$ cat src/rtl/irq_pkg.sv
package irq_pkg;
  localparam int CAUSE_W  = 8;
  localparam int SLOT_LSB = 2;
  localparam int VEC_LSB  = CAUSE_W + SLOT_LSB;

  typedef enum logic [1:0] {
    SRC_NONE = 2'd0,
    SRC_TRAP = 2'd1,
    SRC_EXT  = 2'd2,
    SRC_IPI  = 2'd3
  } src_e;
endpackage

$ cat src/rtl/irq_trap_route.sv
module irq_trap_route
  import irq_pkg::*;
#(
  parameter int ID_W   = 4,
  parameter int TRAP_W = 16
) (
  input  logic [TRAP_W-1:0]  trap_val,
  input  logic [ID_W-1:0]    core_id,
  output logic [ID_W-1:0]    tgt,
  output logic [CAUSE_W-1:0] cause,
  output logic               local_hit
);
  assign tgt = trap_val[TRAP_W-1 -: ID_W];

  generate
    if (ID_W <= 4) begin : g_narrow_id
      // target in the top bits, full 8-bit cause in the bottom byte
      logic unused_mid;
      assign unused_mid = ^trap_val[TRAP_W-ID_W-1:CAUSE_W];
      assign cause = trap_val[CAUSE_W-1:0];
    end else begin : g_wide_id
      // wide target field leaves room for only 16 trap kinds
      logic unused_mid;
      assign unused_mid = ^trap_val[TRAP_W-ID_W-1:4];
      assign cause = {{(CAUSE_W-4){1'b0}}, trap_val[3:0]};
    end
  endgenerate

  assign local_hit = (tgt == '0) || (tgt == core_id);
endmodule

$ cat src/rtl/irq_pick.sv
module irq_pick
  import irq_pkg::*;
(
  input  logic               clk,
  input  logic               rst,
  input  logic               mask,
  input  logic               trap_go,
  input  logic [CAUSE_W-1:0] trap_cause,
  input  logic               ext_go,
  input  logic [CAUSE_W-1:0] ext_cause,
  input  logic               ipi_in_valid,
  input  logic [CAUSE_W-1:0] ipi_in_cause,
  output logic               take,
  output logic [CAUSE_W-1:0] take_cause,
  output logic               pend
);
  src_e               src;
  logic               pend_q;
  logic [CAUSE_W-1:0] pcause_q;
  logic               ipi_avail;
  logic [CAUSE_W-1:0] ipi_cause;

  assign ipi_avail = pend_q | ipi_in_valid;
  assign ipi_cause = pend_q ? pcause_q : ipi_in_cause;

  always_comb begin
    src        = SRC_NONE;
    take_cause = '0;
    if (!mask) begin
      if (trap_go) begin
        src        = SRC_TRAP;
        take_cause = trap_cause;
      end else if (ext_go) begin
        src        = SRC_EXT;
        take_cause = ext_cause;
      end else if (ipi_avail) begin
        src        = SRC_IPI;
        take_cause = ipi_cause;
      end
    end
  end

  assign take = (src != SRC_NONE);
  assign pend = pend_q;

  always_ff @(posedge clk) begin
    if (rst) begin
      pend_q   <= 1'b0;
      pcause_q <= '0;
    end else if (src == SRC_IPI && pend_q) begin
      // latched one served; a fresh arrival takes its place
      pend_q   <= ipi_in_valid;
      pcause_q <= ipi_in_cause;
    end else if (ipi_in_valid && !pend_q && src != SRC_IPI) begin
      pend_q   <= 1'b1;
      pcause_q <= ipi_in_cause;
    end
  end
endmodule

$ cat src/rtl/irq_ctx.sv
module irq_ctx
  import irq_pkg::*;
#(
  parameter int          AW      = 32,
  parameter int          ST_W    = 4,
  parameter logic [31:0] SP_RST  = 32'h1000_0000,
  parameter logic [31:0] ALT_RST = 32'h2000_0000
) (
  input  logic               clk,
  input  logic               rst,
  input  logic               take,
  input  logic [CAUSE_W-1:0] cause,
  input  logic               ret_go,
  input  logic [AW-1:0]      pc_in,
  input  logic [ST_W-1:0]    status_in,
  input  logic               base_wr,
  input  logic               sp_wr,
  input  logic               alt_wr,
  input  logic [AW-1:0]      wr_data,
  output logic               entry_valid,
  output logic [CAUSE_W-1:0] entry_cause,
  output logic [AW-1:0]      handler_pc,
  output logic [AW-1:0]      saved_pc,
  output logic [ST_W-1:0]    saved_status,
  output logic               in_handler,
  output logic [AW-1:0]      sp_active,
  output logic [AW-1:0]      sp_alt,
  output logic               ret_valid
);
  localparam int BASE_W = AW - VEC_LSB;

  logic [BASE_W-1:0] base_q;

  always_ff @(posedge clk) begin
    if (rst) begin
      base_q       <= '0;
      entry_valid  <= 1'b0;
      entry_cause  <= '0;
      handler_pc   <= '0;
      saved_pc     <= '0;
      saved_status <= '0;
      in_handler   <= 1'b0;
      sp_active    <= SP_RST[AW-1:0];
      sp_alt       <= ALT_RST[AW-1:0];
      ret_valid    <= 1'b0;
    end else begin
      entry_valid <= take;
      ret_valid   <= ret_go;
      if (base_wr) base_q <= wr_data[AW-1:VEC_LSB];
      if (take) begin
        in_handler   <= 1'b1;
        saved_pc     <= pc_in;
        saved_status <= status_in;
        entry_cause  <= cause;
        handler_pc   <= {base_q, cause, {SLOT_LSB{1'b0}}};
        sp_active    <= sp_alt;
        sp_alt       <= sp_active;
      end else if (ret_go) begin
        in_handler <= 1'b0;
        sp_active  <= sp_alt;
        sp_alt     <= sp_active;
      end else begin
        if (sp_wr)  sp_active <= wr_data;
        if (alt_wr) sp_alt    <= wr_data;
      end
    end
  end
endmodule

$ cat src/rtl/irq_entry_unit.sv
module irq_entry_unit
  import irq_pkg::*;
#(
  parameter int          AW        = 32,
  parameter int          ST_W      = 4,
  parameter int          ID_W      = 4,
  parameter int          TRAP_W    = 16,
  parameter int          HOME_CORE = 1,
  parameter logic [31:0] SP_RST    = 32'h1000_0000,
  parameter logic [31:0] ALT_RST   = 32'h2000_0000
) (
  input  logic               clk,
  input  logic               rst,
  input  logic [ID_W-1:0]    core_id,
  input  logic [AW-1:0]      pc_in,
  input  logic [ST_W-1:0]    status_in,
  input  logic               base_wr,
  input  logic               sp_wr,
  input  logic               alt_wr,
  input  logic [AW-1:0]      wr_data,
  input  logic               trap_req,
  input  logic [TRAP_W-1:0]  trap_val,
  input  logic               ext_irq,
  input  logic [7:0]         ext_cause,
  input  logic               ipi_in_valid,
  input  logic [7:0]         ipi_in_cause,
  input  logic               ret_req,
  output logic               entry_valid,
  output logic [7:0]         entry_cause,
  output logic [AW-1:0]      handler_pc,
  output logic [AW-1:0]      saved_pc,
  output logic [ST_W-1:0]    saved_status,
  output logic               in_handler,
  output logic [AW-1:0]      sp_active,
  output logic [AW-1:0]      sp_alt,
  output logic               ret_valid,
  output logic               ipi_pending,
  output logic               ipi_out_valid,
  output logic [ID_W-1:0]    ipi_out_target,
  output logic [7:0]         ipi_out_cause
);
  localparam logic [ID_W-1:0] HOME_ID = ID_W'(HOME_CORE);

  logic [ID_W-1:0]    t_tgt;
  logic [CAUSE_W-1:0] t_cause;
  logic               t_local;
  logic               take;
  logic [CAUSE_W-1:0] take_cause;
  logic               ret_go;
  logic               ext_go;

  irq_trap_route #(.ID_W(ID_W), .TRAP_W(TRAP_W)) u_route (
    .trap_val  (trap_val),
    .core_id   (core_id),
    .tgt       (t_tgt),
    .cause     (t_cause),
    .local_hit (t_local)
  );

  assign ext_go = ext_irq && (core_id == HOME_ID);
  assign ret_go = ret_req && in_handler;

  irq_pick u_pick (
    .clk          (clk),
    .rst          (rst),
    .mask         (in_handler),
    .trap_go      (trap_req && t_local),
    .trap_cause   (t_cause),
    .ext_go       (ext_go),
    .ext_cause    (ext_cause),
    .ipi_in_valid (ipi_in_valid),
    .ipi_in_cause (ipi_in_cause),
    .take         (take),
    .take_cause   (take_cause),
    .pend         (ipi_pending)
  );

  irq_ctx #(.AW(AW), .ST_W(ST_W), .SP_RST(SP_RST), .ALT_RST(ALT_RST)) u_ctx (
    .clk          (clk),
    .rst          (rst),
    .take         (take),
    .cause        (take_cause),
    .ret_go       (ret_go),
    .pc_in        (pc_in),
    .status_in    (status_in),
    .base_wr      (base_wr),
    .sp_wr        (sp_wr),
    .alt_wr       (alt_wr),
    .wr_data      (wr_data),
    .entry_valid  (entry_valid),
    .entry_cause  (entry_cause),
    .handler_pc   (handler_pc),
    .saved_pc     (saved_pc),
    .saved_status (saved_status),
    .in_handler   (in_handler),
    .sp_active    (sp_active),
    .sp_alt       (sp_alt),
    .ret_valid    (ret_valid)
  );

  // forward remote traps; the mask does not apply here
  always_ff @(posedge clk) begin
    if (rst) begin
      ipi_out_valid  <= 1'b0;
      ipi_out_target <= '0;
      ipi_out_cause  <= '0;
    end else begin
      ipi_out_valid <= trap_req && !t_local;
      if (trap_req && !t_local) begin
        ipi_out_target <= t_tgt;
        ipi_out_cause  <= t_cause;
      end
    end
  end
endmodule

$ cat config.mk
export PLATFORM = sky130hd
export DESIGN_NAME = irq_entry_unit
export DESIGN_NICKNAME = d
export VERILOG_FILES = /design/src/rtl/irq_pkg.sv /design/src/rtl/irq_trap_route.sv /design/src/rtl/irq_pick.sv /design/src/rtl/irq_ctx.sv /design/src/rtl/irq_entry_unit.sv
export SDC_FILE = /design/constraint.sdc
export NUM_CORES = 1
export LEC_CHECK = 0
export ABC_AREA = 1
export BUFFER_PORTS_ARGS = -buffer_cell sky130_fd_sc_hd__buf_2
export CAP_MARGIN = 15
export CORE_UTILIZATION = 45
export DETAILED_ROUTE_END_ITERATION = 10
export PLACE_DENSITY = 0.83
export SYNTH_ARGS = -nofsm -noshare
export SYNTH_HDL_FRONTEND = slang
export SYNTH_SLANG_ARGS = --single-unit
$ cat constraint.sdc
create_clock -name clk -period 3.35 [get_ports clk]
set_input_delay 0.67 -clock clk [delete_from_list [all_inputs] [get_ports clk]]
set_output_delay 0.67 -clock clk [all_outputs]
set_load 0.05 [all_outputs]
## Word-level counts from Yosys, hierarchy flattened

Index checks and enable logic that the tools add are counted.

| operators by class | value |
|---|---|
| reduce and logical (&&, ||, !) cells | 16 |
| bitwise gates (word level) | 1 |
| muxes and demuxes | 21 |
| equality and inequality tests | 4 |

Operators by type and width:

| cell | number |
|---|---|
| $mux 32 | 6 |
| $mux 8 | 7 |
| $mux 2 | 4 |
| $logic_and 1x1->1 | 7 |
| $reduce_bool 2->1 | 3 |
| $reduce_bool 3->1 | 2 |
| $eq 4x1->1 const B | 1 |
| $eq 4x4->1 | 1 |
| $logic_not 4->1 | 1 |
| $mux 1 | 4 |
| $eq 2x2->1 const B | 1 |
| $logic_not 1->1 | 2 |
| $ne 2x2->1 const B | 1 |
| $logic_or 1x1->1 | 1 |
| $or 1x1->1 | 1 |

| storage, ports and cells | value |
|---|---|
| register bits | 185 |
| logic and storage cells | 57 |
| output and inout port bits | 157 |

## Depth between registers and ports, before layout

Gate-level depths: netlist of run 1.

| logic depth | value |
|---|---|
| depth in word-level cells | 9 |
| mapped depth | 15 |
| depth with buffers taken out | 13 |

## Cells and area by module

From an unflattened synthesis of run 1, not the netlist that was laid out.

| unflattened totals | value |
|---|---|
| cell total of the unflattened synthesis | 1139 |
| area, all modules | 7926.4 um^2 |

Modules (own cells, without submodules):

| module | area each (um^2) | cells each | times used |
|---|---|---|---|
| irq_ctx | 6409.9 | 890 | 1 |
| irq_pick | 752.0 | 122 | 1 |
| irq_entry_unit | 578.1 | 90 | 1 |
| irq_trap_route | 186.4 | 37 | 1 |

## Least setup slack after synthesis of run 1

Ideal clock, no wire load.

| timing | value |
|---|---|
| kind | input to register |
| start | in ipi_in_valid |
| end | reg u_ctx.sp_alt[17] |
| stages | 10 |
| buffers on the path | 3 |
| arrival | 1870 ps |
| setup slack | 1410 ps |
| setup time | 70 ps |
| path through | buf_2 > nor2_1 > inv_1 > nor2_4 > nand2_4 > nand2_4 > buf_6 > buf_2 > nand3_1 > a21oi_1 |

| between the ends | value |
|---|---|
| longest elaborated chain between the ends | 7 |

Ends and longest elaborated chain:

| item | RTL line | text |
|---|---|---|
| from (decl) | irq_entry_unit.sv:25 | `input logic ipi_in_valid,` |
| $or 1x1->1 * | irq_pick.sv:23 | `assign ipi_avail = pend_q \| ipi_in_valid;` |
| $mux 2 * | irq_pick.sv:36 | `end else if (ipi_avail) begin` |
| $mux 2 * | irq_pick.sv:33 | `end else if (ext_go) begin` |
| $mux 2 * | irq_pick.sv:30 | `if (trap_go) begin` |
| $mux 2 * | irq_pick.sv:29 | `if (!mask) begin` |
| $reduce_bool 2->1 * | irq_pick.sv:43 | `assign take = (src != SRC_NONE);` |
| $reduce_bool 3->1 (no line) / $mux 32 (equally long branches) | - |  |
| to (signal assigned) | irq_ctx.sv:44 | `sp_alt <= ALT_RST[AW-1:0];` |
| to (signal assigned) | irq_ctx.sv:57 | `sp_alt <= sp_active;` |
| to (signal assigned) | irq_ctx.sv:61 | `sp_alt <= sp_active;` |
| to (decl) | irq_ctx.sv:27 | `output logic [AW-1:0] sp_alt,` |

Mark *: on every way between the ends. The rest lies on a longest branch, timed or not.
A chain may end at the register's enable or synchronous reset.

## Worst setup path after layout of run 1

| timing | value |
|---|---|
| start | in trap_val[13] |
| end | reg u_ctx.sp_alt[10] |

| between the ends | value |
|---|---|
| longest elaborated chain between the ends | 7 |

Ends and longest elaborated chain:

| item | RTL line | text |
|---|---|---|
| from (decl) | irq_entry_unit.sv:22 | `input logic [TRAP_W-1:0] trap_val,` |
| $eq 4x4->1 / $logic_not 4->1 (equally long branches) | irq_trap_route.sv:29 | `assign local_hit = (tgt == '0) \|\| (tgt == core_id);` |
| $logic_or 1x1->1 * | irq_trap_route.sv:29 |  |
| $logic_and 1x1->1 * | irq_entry_unit.sv:67 | `.trap_go (trap_req && t_local),` |
| $mux 2 * | irq_pick.sv:30 |  |
| $mux 2 * | irq_pick.sv:29 |  |
| $reduce_bool 2->1 * | irq_pick.sv:43 |  |
| $reduce_bool 3->1 (no line) / $mux 32 (equally long branches) | - |  |

Marked as above.

==> results_dict.tcl, run 1 <==
set metrics [dict create \
    status "finished, final reports clean" \
    syn_inst 1257 \
    nFillCells 1725 \
    syn_to_final_growth_pct 22.2 \
    num_io_pins 270 \
    grt_max_degree 139 \
    hold_path_class "reg2reg" \
    fin_crit_sh 0.685 \
    drv_cap 0 \
    antenna_found_initial 2 \
    drt_pre_antenna_iters 7 \
    cts_buffers 17 \
    cts_root_buffer "clkbuf_16" \
    setup.worst_path.end_class "flip-flop" \
    postCtsSetupBuffers 0 \
    cp-start-kind "input port" \
    tns_ps 0 \
    cts-resized-gates 0 \
    path_max_fanout 62 \
    clk_pin_slew_ps 70 \
    start_util 0.460 \
    instances_no_fill 1700 \
    required_ps 3620 \
    cts_buffer_depth 2 \
    arrival_ps 2570 \
    synth-edff-count 0 \
    htreeDepth 4 \
    netlist_area_sq_um 8280 \
    synth-seq-cells 177 \
    cts.sinks 177 \
    async_flop_share 0 \
    wl_per_cell_um 14.1 \
    worst_pin_slew_ps 1100 \
    max-vdd-ir-drop_v 0.000359 \
    busiest_layer "met2" \
    synth_ff_type "dfxtp_1" \
    finalHoldViolCount 0 \
    skew_ps 7.17 \
    overflow 0 \
    ys_seq_area_frac 0.428 \
    drive_gt1_frac 0.223 \
    fp.dieH_um 138 \
    drtIter0Drc 684 \
    die_w_um 138 \
    grt.met1_usage 0.332 \
    setup_viol 0 \
    syn_avg_cell_area_sq_um 6.59 \
    dr_total_vias 8770 \
    synth_cell_types 28 \
    power_leakage_nw 5.07 \
    critPathKind "in2reg" \
    hpwl_mm 15.7 \
    grt_pass1_wl_mm 37.3 \
    insertion_delay_ps 420 \
    fmax_mhz 436 \
    hold_buffers 0 \
    fin_crit_ps 2290 \
    cts_tree "built" \
    place.port_buffers 263 \
    yosysWarnings 0 \
    ant_nets 0 \
    gr-usage-met2 0.387 \
    dpl.cell_count 1666 \
    slew_violations 0 \
    rsz0062_at_grt "no" \
    track_usage 0.250 \
    routed_wl_mm 24.0 \
    relSlewSlack 0.263 \
    gp_congestion 0.866 \
    drc 0 \
    use_met3 0.0556 \
    grt_pass1_vias 7569 \
    layout.nets 1569 \
    via_per_inst 5.16 \
    core_sq_um 18000 \
    p_per_area_nw_per_um2 647 \
    die-area_sq_um 19000 \
    fp-row-count 49 \
]
[cell type report]
type | instances | area (sq um) | share of cell area
diodes | 2 | 5.00 | 0.000495
clock buffers | 17 | 425 | 0.0420
flip-flops and latches | 177 | 3540 | 0.350
clock inverters | 15 | 158 | 0.0156
inverters | 35 | 131 | 0.0130
well taps | 229 | 287 | 0.0283
multi-input cells | 947 | 4100 | 0.405
repair buffers | 278 | 1470 | 0.145
[sequential cells by signal, summed over array words and instances, names as in the netlist, 7 cells and up]
signal             cells
u_ctx.base_q          22
u_ctx.sp_active       32
ipi_out_cause          8
u_ctx.sp_alt          32
u_ctx.saved_pc        32
u_ctx.handler_pc      23
u_pick.pcause_q        8
u_ctx.entry_cause      7
[stage by stage]
stage / cell area (sq um) / hold slack, ps / worst slack, ps / util / power, mW
floorplan: 8290 / 430 / 1410 / - / 4.12
CTS: 10100 / 445 / 1090 / 0.561 / 6.58
detailed placement: 9530 / 435 / 633 / 0.529 / 4.59
global placement: 9530 / 429 / 700 / 0.529 / 4.56
finish: 10100 / 446 / 1060 / 0.561 / 6.54
global route: 10100 / 464 / 885 / 0.561 / 6.88
[logic make-up (layout without fill, tap and decap cells)]
logic type	count (synthesis)	after routing	share of synthesized area
flops	177	177	0.428
buf+inv	134	345	0.0792
compound gates	198	198	0.122
other cells	1	4	0.000453
simple gates	747	747	0.370
[Yosys cell counts, types with 2 or more instances]
master	n	area [sq um]
a21oi_1	150	751
buf_1	4	15.0
buf_2	29	145
buf_4	17	128
buf_6	7	78.8
clkbuf_1	42	158
dfxtp_1	177	3540
inv_1	31	116
inv_2	4	15.0
nand2_1	527	1980
nand2_4	3	33.8
nand3_1	151	756
nor2_1	55	206
nor2_2	2	12.5
o211ai_1	4	30.0
o21ai_0	32	160
o21ai_1	10	50.1
or2_2	2	12.5
[worst max-delay path, stage by stage]
cell and delay [ps]:
buf_2 120, inv_1 70, nand2_1 50, nand2_1 70, nor2_1 40, nand2_1 80
nand2_1 90, nand2_4 200, nand2_4 100, nand2_8 300, nand2_1 350, buf_12 270
nand2_1 90, a21oi_1 60
[layout by cell type (no fill, tap or decap), drive strengths merged]
cell type,Yosys,routed
a21oi,151,151
a31oi,1,1
buf,57,278
bufinv,0,2
clkbuf,42,17
clkinv,0,6
clkinvlp,0,3
conb,1,2
dfxtp,177,177
diode,0,2
inv,35,39
nand2,531,531
nand3,152,152
nand3b,1,1
nand4,2,2
nor2,58,58
nor3,1,1
o211ai,4,4
o21ai,42,42
or2,2,2
[final timing paths]
path | to | from | slack, ps | depth (start not counted)
max reg2reg | u_ctx.sp_alt[10] | u_pick.pend | 1100 | 9
min | ipi_out_target[0] | ipi_out_target[0] | 450 | 2
max | u_ctx.sp_alt[10] | trap_val[13] | 1060 | 14
min reg2reg | ipi_out_target[0] | ipi_out_target[0] | 450 | 2
[where the power goes]
group	switching (mW)	internal, mW	total (mW)
clock	0.886	1.11	1.99
combinational	1.55	0.502	2.05
sequential	0.169	2.33	2.50
[metal layers]
layer,vias to the layer above,wire length [um],part of all wire
met4,0,426,0.018
met5,-,0,0
met3,36,1790,0.075
met1,3955,10700,0.45
li1,4434,-,-
met2,345,11100,0.46
Note: power is estimated with default switching activity, not from simulation.
==> run 2, diff against run 1 <==
--- a/config.mk
+++ b/config.mk
@@ -10,7 +10,7 @@
 export CAP_MARGIN = 15
 export CORE_UTILIZATION = 45
 export DETAILED_ROUTE_END_ITERATION = 10
-export PLACE_DENSITY = 0.83
+export PLACE_DENSITY = 0.86
 export SYNTH_ARGS = -nofsm -noshare
 export SYNTH_HDL_FRONTEND = slang
 export SYNTH_SLANG_ARGS = --single-unit
==> constraint.sdc (replaced) <==
create_clock -name clk -period 2.1 [get_ports clk]
set_input_delay 0.42 -clock clk [delete_from_list [all_inputs] [get_ports clk]]
set_output_delay 0.42 -clock clk [all_outputs]
set_load 0.05 [all_outputs]
==> results_dict.tcl, run 2 (same netlist as run 1, synthesis figures left out) <==
set metrics [dict create \
    drc 0 \
    start_util 0.460 \
    routed_wl_mm 24.6 \
    cp_common_cell "nand2_1" \
    seq_area_sq_um 3540 \
    setup_viol 0 \
    htreeDepth 4 \
    multi_input_area_sq_um 4100 \
    finalHoldViolCount 0 \
    drt_pre_antenna_iters 5 \
    crit_path_cell_trace "nor2_1 -> inv_1 -> nor2_4 -> nand2_4 -> nand2_8 -> buf_12 -> nand2_1 -> nand2_1 -> nand2_1 -> a21oi_1" \
    cp-start-kind "flip-flop" \
    die_w_um 138 \
    cts.sinks 177 \
    arrival_ps 2120 \
    track_usage 0.256 \
    nFillCells 1678 \
    placed_area_sq_um 9700 \
    required_ps 2460 \
    gp_congestion 0.874 \
    fp.dieH_um 138 \
    fin_crit_sh 0.835 \
    cp-startpoint "u_pick.pend" \
    wl_per_cell_um 14.4 \
    crit-reg2reg-launch "u_pick.pend" \
    place.port_buffers 263 \
    syn_to_final_growth_pct 24.3 \
    fp-row-count 49 \
    max-vdd-ir-drop_v 0.000563 \
    num_io_pins 270 \
    hold_path_class "in2reg" \
    mostFrequentLayoutCells "nand2_1 (527), buf_2 (262), dfxtp_1 (177), nand3_1 (151), a21oi_1 (150)" \
    cpMaxStageDelayCell "buf_12" \
    fmax_mhz 570 \
    hpwl_mm 16.6 \
    grt_pass1_vias 7876 \
    fin_crit_ps 1750 \
    fin_util 0.571 \
    antenna_found_initial 1 \
    ant_nets 0 \
    postCtsSetupBuffers 0 \
    drtIter0Drc 797 \
    hold_ws_ps 227 \
    top_regs "u_ctx.saved_pc x32, u_ctx.sp_active x32, u_ctx.sp_alt x32" \
    crit_path_end "u_ctx.sp_alt[16]" \
    hold_buffers 0 \
    die-area_sq_um 19000 \
    grt_pass1_wl_mm 38.0 \
    drv_cap 0 \
    critPathKind "reg2reg" \
    max_stage_delay_ps 330 \
    holdPathStages 3 \
    dr_total_vias 8983 \
    cts-resized-gates 0 \
    drive_gt1_frac 0.230 \
    status "finished, final reports clean" \
    path_max_fanout 96 \
    cts_buffers 17 \
    power_leakage_nw 5.17 \
    reg2reg_depth 10 \
    path_depth 10 \
    skew_ps 8.07 \
    p_per_area_nw_per_um2 1030 \
    rrSetupSlack_ps 350 \
    layout.nets 1582 \
    overflow 0 \
    rsz0062_at_grt "no" \
    setup.worst_path.end_class "flip-flop" \
    cts_buffer_depth 2 \
    clk_pin_slew_ps 70 \
    crit_family "simple AND/OR/NAND/NOR gates" \
    slew_violations 0 \
    via_per_inst 5.25 \
    core_sq_um 18000 \
    cts_tree "built" \
    grt_max_degree 97 \
    insertion_delay_ps 430 \
    rr_endpoint "u_ctx.sp_alt[16]" \
    fin_area_sq_um 10300 \
    cp_num_buf_inv 2 \
    final_common_cell "nand2_1" \
    cts_root_buffer "clkbuf_16" \
    tns_ps 0 \
]
run 2: cell types whose count changed in the layout (fill, tap and decap cells not counted), sizes merged:
cell      delta
diode        -1
clkinvlp     -1
clkinv       -1
clkbuf       +1
inv          +1
buf         +13
run 2: power by group:
part	switching, mW	internal (mW)
sequential	0.265	3.71
clock	1.42	1.80
combinational	2.52	0.874
total	4.20	6.39
run 2: worst reg2reg max path, delay by kind of cell (launching register included):
kind	cells	cell delay, ps
AOI/OAI and AO/OA	1	120
buffers and inverters	2	440
DFF	1	320
and+or+nand+nor	7	840
run 2: worst min-delay path by stage:
stage	from	end	slack (ps)
3_3_place_gp	ipi_out_cause[6]	ipi_out_cause[6]	430
4_1_cts	status_in[0]	u_ctx.saved_status[0]	210
3_5_place_dp	ipi_out_cause[1]	ipi_out_cause[1]	440
5_1_grt	pc_in[19]	u_ctx.saved_pc[19]	210
6_report	pc_in[19]	u_ctx.saved_pc[19]	230
2_1_floorplan	u_ctx.base_q[21]	u_ctx.handler_pc[31]	430
run 2: layout make-up:
class	instances	area share
multi-input combinational	947	0.398
sequential	177	0.344
timing repair buffer	291	0.159
clock buffer	18	0.0426
tap	229	0.0278
clock inverter	14	0.0147
inverter	35	0.0128
antenna	1	0.000243
run 2: metal layers:
layer,share of wire,track usage,up-vias
met4,0.025,0.103,0
li1,-,-,4454
met2,0.47,0.414,381
met5,0,0,-
met1,0.43,0.321,4095
met3,0.080,0.0673,53
run 2: metrics by stage:
step           cells  setup slack [ps]  total power, mW
2_1_floorplan   1258               363             6.58
3_3_place_gp    1679               102             7.36
3_5_place_dp    1679              8.52             7.42
4_1_cts         1711               377             10.6
5_1_grt         1712               160             11.1
6_report        1712               346             10.6
